## config.mk

```make
export PLATFORM = sky130hd
export DESIGN_NAME = pil_resolver
export DESIGN_NICKNAME = d
export VERILOG_FILES = /design/src/rtl/pil_resolver.sv
export SDC_FILE = /design/constraint.sdc
export NUM_CORES = 1
export LEC_CHECK = 0
export BUFFER_PORTS_ARGS = -buffer_cell sky130_fd_sc_hd__buf_2
export CELL_PAD_IN_SITES_DETAIL_PLACEMENT = 1
export CELL_PAD_IN_SITES_GLOBAL_PLACEMENT = 2
export CORE_ASPECT_RATIO = 1.1
export CORE_MARGIN = 2
export CORE_UTILIZATION = 27
export DETAILED_ROUTE_END_ITERATION = 12
export PLACE_DENSITY_LB_ADDON = 0.1
export SYNTH_ARGS = -nofsm -noshare
export SYNTH_HDL_FRONTEND = slang
export SYNTH_SLANG_ARGS = --single-unit
```

## constraint.sdc

```tcl
create_clock -name clk -period 6.7 [get_ports clk]
set_input_delay 1.34 -clock clk [delete_from_list [all_inputs] [get_ports clk]]
set_output_delay 1.34 -clock clk [all_outputs]
set_load 0.01 [all_outputs]
```

## src/rtl/pil_resolver.sv

```systemverilog
module pil_resolver #(
  parameter int LEVELS      = 16,
  parameter int IDX_W       = 9,
  parameter int EXT_BASE    = 'h40,
  parameter int TIMER_LEVEL = 14
) (
  input  logic              clk,
  input  logic              rst_n,
  input  logic [LEVELS-1:0] ext_irq,
  input  logic [LEVELS-1:0] soft_int,
  input  logic [IDX_W-1:0]  cur_idx,
  input  logic              halted,
  output logic [IDX_W-1:0]  idx_q,
  output logic              req_pulse,
  output logic              req_level,
  output logic              wake
);
  localparam int LW = $clog2(LEVELS);
  localparam logic [IDX_W-1:0] BASE = IDX_W'(EXT_BASE);

  logic [LEVELS-1:0] pend, ext_prev;
  logic [LW-1:0]     lvl;
  logic [IDX_W-1:0]  new_idx;
  logic              cls_ext, allow, change, withdraw;

  assign pend = ext_irq | (soft_int & ~LEVELS'(1)) | (LEVELS'(soft_int[0]) << TIMER_LEVEL);

  always_comb begin
    lvl = '0;
    for (int i = 1; i < LEVELS; i++)
      if (pend[i]) lvl = LW'(i);
  end

  assign cls_ext  = cur_idx[IDX_W-1:LW] == BASE[IDX_W-1:LW];
  assign allow    = (cur_idx == '0) || cls_ext;
  assign new_idx  = BASE | IDX_W'(lvl);
  assign change   = allow && (lvl != '0) && (new_idx != cur_idx);
  assign withdraw = (pend == '0) && cls_ext;

  always_ff @(posedge clk) begin
    if (!rst_n) begin
      idx_q     <= '0;
      req_pulse <= 1'b0;
      req_level <= 1'b0;
      wake      <= 1'b0;
      ext_prev  <= '0;
    end else begin
      ext_prev  <= ext_irq;
      wake      <= halted && |(ext_irq & ~ext_prev);
      req_pulse <= change;
      if (change) begin
        idx_q     <= new_idx;
        req_level <= 1'b1;
      end else if (withdraw) begin
        idx_q     <= '0;
        req_level <= 1'b0;
      end else begin
        idx_q     <= cur_idx;
      end
    end
  end


  blocked_pass_chk: assert property (@(posedge clk) disable iff (!rst_n)
    (cur_idx != '0 && cur_idx[IDX_W-1:LW] != BASE[IDX_W-1:LW]) |=> (idx_q == $past(cur_idx) && !req_pulse));


  pulse_class_chk: assert property (@(posedge clk) disable iff (!rst_n)
    req_pulse |-> (idx_q[IDX_W-1:LW] == BASE[IDX_W-1:LW] && idx_q[LW-1:0] != '0));


  pulse_level_chk: assert property (@(posedge clk) disable iff (!rst_n)
    req_pulse |-> req_level);


  withdraw_chk: assert property (@(posedge clk) disable iff (!rst_n)
    $fell(req_level) |-> (idx_q == '0));


  wake_halted_chk: assert property (@(posedge clk) disable iff (!rst_n)
    $rose(wake) |-> $past(halted));
endmodule

```

==> results of run 1 <==
## cell type report
cell class	count	area (um2)	area share, %
multi-input combinational	101	643.1	38.39
sequential	28	560.5	33.46
timing repair buffer	55	275.3	16.43
inverter	19	71.32	4.257
tap	56	70.07	4.182
clock buffer	4	55.05	3.286
## flip-flops by register name (all words and copies together) (netlist names)
| register | cells |
|---|---|
| ext_prev | 16 |
| idx_q | 9 |
| req_level | 1 |
| req_pulse | 1 |
| wake | 1 |
## synthesized netlist by cell type (2+ instances only)
library cell / instances
dfxtp_1: 28
nor2_1: 22
inv_1: 19
and2_1: 12
nand2_1: 8
a221oi_1: 4
nand3_1: 4
o22ai_1: 4
or4_1: 4
a21oi_1: 3
mux2i_1: 3
nor4_1: 3
o21ai_0: 3
a22o_1: 2
a32o_1: 2
and3_1: 2
nand4_1: 2
o21ai_1: 2
or4_4: 2
## critical path: stages
cell     delay (ps)
buf_2           100
or4_4           550
or4_1           470
o21ai_1          90
a21oi_1          80
or4_4           530
o211a_4         270
a22o_1          220
## worst paths after layout
kind	startpoint	end	depth (start not counted)
hold / removal	req_level$_SDFFE_PN0P_	req_level$_SDFFE_PN0P_	1
hold reg to reg	req_level$_SDFFE_PN0P_	req_level$_SDFFE_PN0P_	1
setup reg to reg	ext_prev[9]$_SDFF_PN0_	wake$_SDFF_PN0_	4
setup / recovery	soft_int[5]	idx_q[6]$_SDFF_PN0_	8
## layer usage
| layer | part of all wire (%) | routed length [um] | global-route usage, % |
|---|---|---|---|
| met5 | 0 | 0 | 0 |
| met4 | 0.34 | 13 | 4.231 |
| met3 | 6.1 | 232 | 3.571 |
| met2 | 49 | 1897 | 27.60 |
| met1 | 44 | 1690 | 18.81 |
## per-stage QoR
step | hold WS, ps | util [%] | cells
global route | 520.8 | 36.52 | 263
global placement | 458.9 | 35.32 | 259
floorplan | 511.0 | - | 149
finish | 483.2 | 36.52 | 263
detailed placement | 460.7 | 35.32 | 259
CTS | 488.9 | 36.52 | 263
## power groups by stage
stage / Clock (uW) / Sequential (uW) / Combinational (uW)
2_1_floorplan: 0 / 183 / 20.1
3_3_place_gp: 0 / 181 / 49.2
3_5_place_dp: 0 / 181 / 50.6
4_1_cts: 112 / 177 / 50.8
5_1_grt: 118 / 178 / 56.4
6_report: 106 / 177 / 50.0
## kinds of logic after synthesis
kind of cell | Yosys count
AOI/OAI and AO/OA | 32
muxes | 3
and+or+nand+nor | 65
xor gates and xnor gates | 1
DFF | 28
buffers and inverters | 20
==> run_results.csv, run 1 <==
group,metric,value,unit
synth,syn_nets,193,
power,p_leak,0.0007692,uW
sta,fin_crit_sh,51.93,%
worst_setup_path,criticalPathCategory,"primary input to flip-flop",
finish,nFillCells,586,
synth,synth_cell_types,39,
sta,finalCriticalPeriod,3479,ps
synth,yosys_warnings,0,
die,die_h,76.18,um
synth,synth_flop_cell,"dfxtp_1",
power,combPwrFrac,15.0,%
place,dp_hpwl,3.254,mm
worst_setup_path,path_max_fanout,5,
finish,syn2layout_area_growth,31.02,%
die,core,0.004587,mm2
die,die_w,69.62,um
power,p_per_area,198.5,mW/mm2
power,swShare,24.84,%
clock_network,cts_tree,"yes",
sta,rsz0062_at_grt,"no",
global_route,antenna_found_initial,0,
synth,synth_top_area_cell,"dfxtp_1",
finish,layout_common_cells,"buf_2 (55), dfxtp_1 (28), nor2_1 (22), inv_1 (19), and2_1 (12)",
worst_setup_path,r2r_slack,5490,ps
sta,fmax,0.2874,GHz
synth,yosys.area_share.simple,27.30,%
drt,drt_iter0_drc,37,
synth,synth_top_area_share,43.84,%
sta,finalSetupTns,0,ps
clock_network,cts_resized,0,
global_route,grtUsageTotal,15.56,%
drt,num_vias,1293,
synth,ys_top_cells_by_area,"dfxtp_1 (44%), nor2_1 (6.5%), and2_1 (5.9%)",
synth,synth_cells,149,
clock_network,cts_setup_buffers,0,
clock_network,clk_latency,280,ps
finish,design_area,0.001675,mm2
sta,finalHoldViolations,0,
clock_network,clockRootBuffer,"clkbuf_8",
worst_setup_path,cp.arrival,3650,ps
place,finalWeightedCongestion,0.8001,
clock_network,cts_buffers,3,
finish,final_common_cell,"buf_2",
synth,synth.area.mux_share,2.348,%
finish,antenna_cells,0,
drt,drt-pass1-iter-count,4,
worst_setup_path,critPathRequiredTime,6870,ps
synth,synth-xor-area-share,0.6849,%
power,ir_drop,77.11,uV
power,p_int,250.0,uW
clock_network,path_clk_slew,90,ps
worst_setup_path,end_kind,"flip-flop",
die,die_area,0.005303,mm2
sta,clock_skew,6.562,ps
clock_network,cts.htree.levels,1,
worst_hold_path,hp-class,"flip-flop to flip-flop",
sta,max_slew.worst_pin.slew,503.1,ps
drt,finalWirelength,3.833,mm
synth,avgSynthCellArea,8.582,um2
synth,ys_ff_latch,28,
worst_setup_path,start_kind,"primary input",
clock_network,hold_buffers,0,
sta,fin_ws,3221,ps
synth,synthAdderAreaFrac,0,%
drt,ant_nets,0,
synth,synth_compound_gate_area_share,19.96,%
synth,synth_area,0.001279,mm2
power,pwr-share-seq,53.2,%
global_route,grt_start_max_net_pins,16,
die,start_util,27.88,%
synth,synth_top_family_by_area,"simple AND/OR/NAND/NOR gates",
synth,yosysSeqAreaShare,43.84,%
sta,setup_viol,0,
die,num_rows,26,
place,dp_worst_setup_slack,2918,ps
power,power,332.6,uW
drt,wire_per_inst,14.57,um
clock_network,cts_sinks,28,
drt,vias_per_cell,4.916,
clock_network,cts_max_path_buffers,2,
synth,synth_edf_count,0,
job,cap_violations,0,
power,p_switching,82.61,uW
synth,async_flop_share,0,%
global_route,globalRouteOverflowTotal,0,
place,dpl_cell_area,0.001620,mm2
global_route,grt_pass1_vias,1432,
status,outcome,"finished clean",
die,ios,56,
sta,maxSlewViolCount,0,
finish,drive_above_1_share,32.37,%
global_route,grt_pass1_wl,6.672,mm
finish,final_nets,252,
sta,slew_headroom,66.35,%
drt,drc,0,
power,p_clk_share,31.7,%
place,portBuffers,55,
(Power assumes the default switching activity.)
==> inputs of run 2 (changes only) <==
Settings changed: CORE_UTILIZATION 27 to 25.
Clock period 6.7 ns to 3.35 ns, I/O delays scaled along.
==> run 2 against run 1 <==
Effect of this change:
- clock power rose by 72%
- highest routed layer unchanged
- sequential power grew 100%
- critical path depth unchanged
- critical path type unchanged
- sequential share of layout area grew 0.23 points
==> run_results.csv, run 2 (synthesis results as in run 1) <==
group,metric,value,unit
status,outcome,"finished clean",
finish,antenna_cells,0,
die,die_area,0.005704,mm2
drt,vias_per_cell,4.939,
drt,num_vias,1304,
clock_network,clockRootBuffer,"clkbuf_8",
worst_setup_path,critPathRequiredTime,3520,ps
power,p_leak,0.0007620,uW
clock_network,cts_resized,0,
clock_network,cts_sinks,28,
worst_setup_path,cp_slowest_cell,"or4_4",
die,core,0.004966,mm2
global_route,antenna_found_initial,0,
clock_network,cts_max_path_buffers,2,
power,p_int,475.4,uW
global_route,grt_pass1_wl,6.423,mm
die,ios,56,
power,p_per_area,382.6,mW/mm2
sta,finalCriticalPeriod,2818,ps
die,num_rows,27,
drt,drt-pass1-iter-count,4,
clock_network,cts_buffers,3,
worst_setup_path,path_max_fanout,5,
place,finalWeightedCongestion,0.8211,
sta,clock_skew,2.865,ps
finish,syn2layout_area_growth,30.14,%
clock_network,path_clk_slew,90,ps
finish,drive_above_1_share,32.04,%
global_route,busiest_layer,"met2",
worst_setup_path,cp.arrival,2990,ps
worst_setup_path,end_kind,"flip-flop",
sta,setup_viol,0,
worst_setup_path,criticalPathCategory,"primary input to flip-flop",
clock_network,hold_buffers,0,
sta,max_slew.worst_pin.slew,490.4,ps
drt,drc,0,
global_route,grtUsageMet3,2.538,%
drt,finalWirelength,3.942,mm
sta,rsz0062_at_grt,"no",
worst_setup_path,crit_family,"simple AND/OR/NAND/NOR gates",
worst_setup_path,start_kind,"primary input",
die,die_w,72.19,um
clock_network,clk_latency,270,ps
worst_setup_path,crit_buf_inv,1,
job,cap_violations,0,
drt,wire_per_inst,14.93,um
finish,final_nets,252,
global_route,grtUsageTotal,14.47,%
worst_setup_path,cp_cell_sequence,"buf_2 -> or4_4 -> or4_1 -> o21ai_1 -> a21oi_1 -> or4_4 -> o211a_4 -> a22o_1",
sta,finalHoldViolations,0,
finish,regMostFlops,"ext_prev",
sta,maxSlewViolCount,0,
finish,final_common_cell,"buf_2",
drt,drt_iter0_drc,39,
finish,layout_common_cells,"buf_2 (55), dfxtp_1 (28), nor2_1 (22), inv_1 (19), and2_1 (12)",
worst_hold_path,hp-class,"flip-flop to flip-flop",
clock_network,cts_tree,"yes",
clock_network,cts.htree.levels,1,
sta,slew_headroom,67.20,%
power,p_clk_share,28.6,%
clock_network,cts_setup_buffers,0,
die,die_h,79.01,um
power,ir_drop,115.8,uV
power,swShare,25.34,%
global_route,grt_use_met2,25.05,%
power,power,636.8,uW
finish,reg_top3,"ext_prev x16, idx_q x9",
finish,nFillCells,603,
drt,ant_nets,0,
place,portBuffers,55,
sta,fin_crit_sh,84.12,%
global_route,grt_start_max_net_pins,15,
worst_setup_path,worst_path_most_repeated_cell,"or4_4",
power,pwr-share-seq,55.6,%
global_route,grt_use_met1,18.48,%
global_route,globalRouteOverflowTotal,0,
power,p_switching,161.4,uW
worst_setup_path,max_stage_delay,540,ps
sta,finalSetupTns,0,ps
die,start_util,25.75,%
global_route,grt_pass1_vias,1386,
finish,largest_reg_flops,16,
sta,fmax,0.3548,GHz
power,combPwrFrac,15.8,%
place,dp_hpwl,3.321,mm
==> run 2: cell count changes in the layout (fill, tap and decap cells not counted), sizes merged <==
cell and change:
clkbuf -1
==> run 2: path summary, 6_finish.rpt <==
check | from | end | slack [ps] | cells past startpoint
worst max register to register | ext_prev[5]$_SDFF_PN0_ | wake$_SDFF_PN0_ | 2200 | 4
worst min-delay path | req_level$_SDFFE_PN0P_ | req_level$_SDFFE_PN0P_ | 490 | 1
worst min register to register | req_level$_SDFFE_PN0P_ | req_level$_SDFFE_PN0P_ | 490 | 1
worst max-delay path | soft_int[5] | idx_q[6]$_SDFF_PN0_ | 530 | 8
==> run 2: per-stage QoR <==
step / util [%] / hold slack, ps / setup slack, ps / cell area (um2) / cells
floorplan: - / 511.0 / 448.5 / 1279 / 149
global placement: 32.68 / 459.3 / 248.5 / 1623 / 261
detailed placement: 32.68 / 468.9 / 244.7 / 1623 / 261
CTS: 33.51 / 491.1 / 532.4 / 1664 / 264
global route: 33.51 / 511.9 / 478.2 / 1664 / 264
finish: 33.51 / 488.7 / 531.8 / 1664 / 264
==> run 2: power groups by stage <==
stage / combinational [uW] / sequential [uW] / clock, uW
floorplan: 40.3 / 366 / 0
global placement: 99.2 / 362 / 0
detailed placement: 102 / 362 / 0
CTS: 102 / 355 / 193
global route: 112 / 356 / 205
finish: 101 / 354 / 182
==> run 2: per-layer routing <==
metal	part of all wire (%)	vias up
met5	0	-
met4	0.68	0
met3	5.6	4
met2	49	34
met1	45	619
li1	-	647
==> run 2: layout make-up <==
cell class | instances | area (um2) | area share [%]
Clock buffer | 3 | 41.29 | 2.481
Inverter | 19 | 71.32 | 4.286
Multi-Input combinational cell | 101 | 643.1 | 38.65
Sequential cell | 28 | 560.5 | 33.68
Tap cell | 58 | 72.57 | 4.361
Timing Repair Buffer | 55 | 275.3 | 16.54
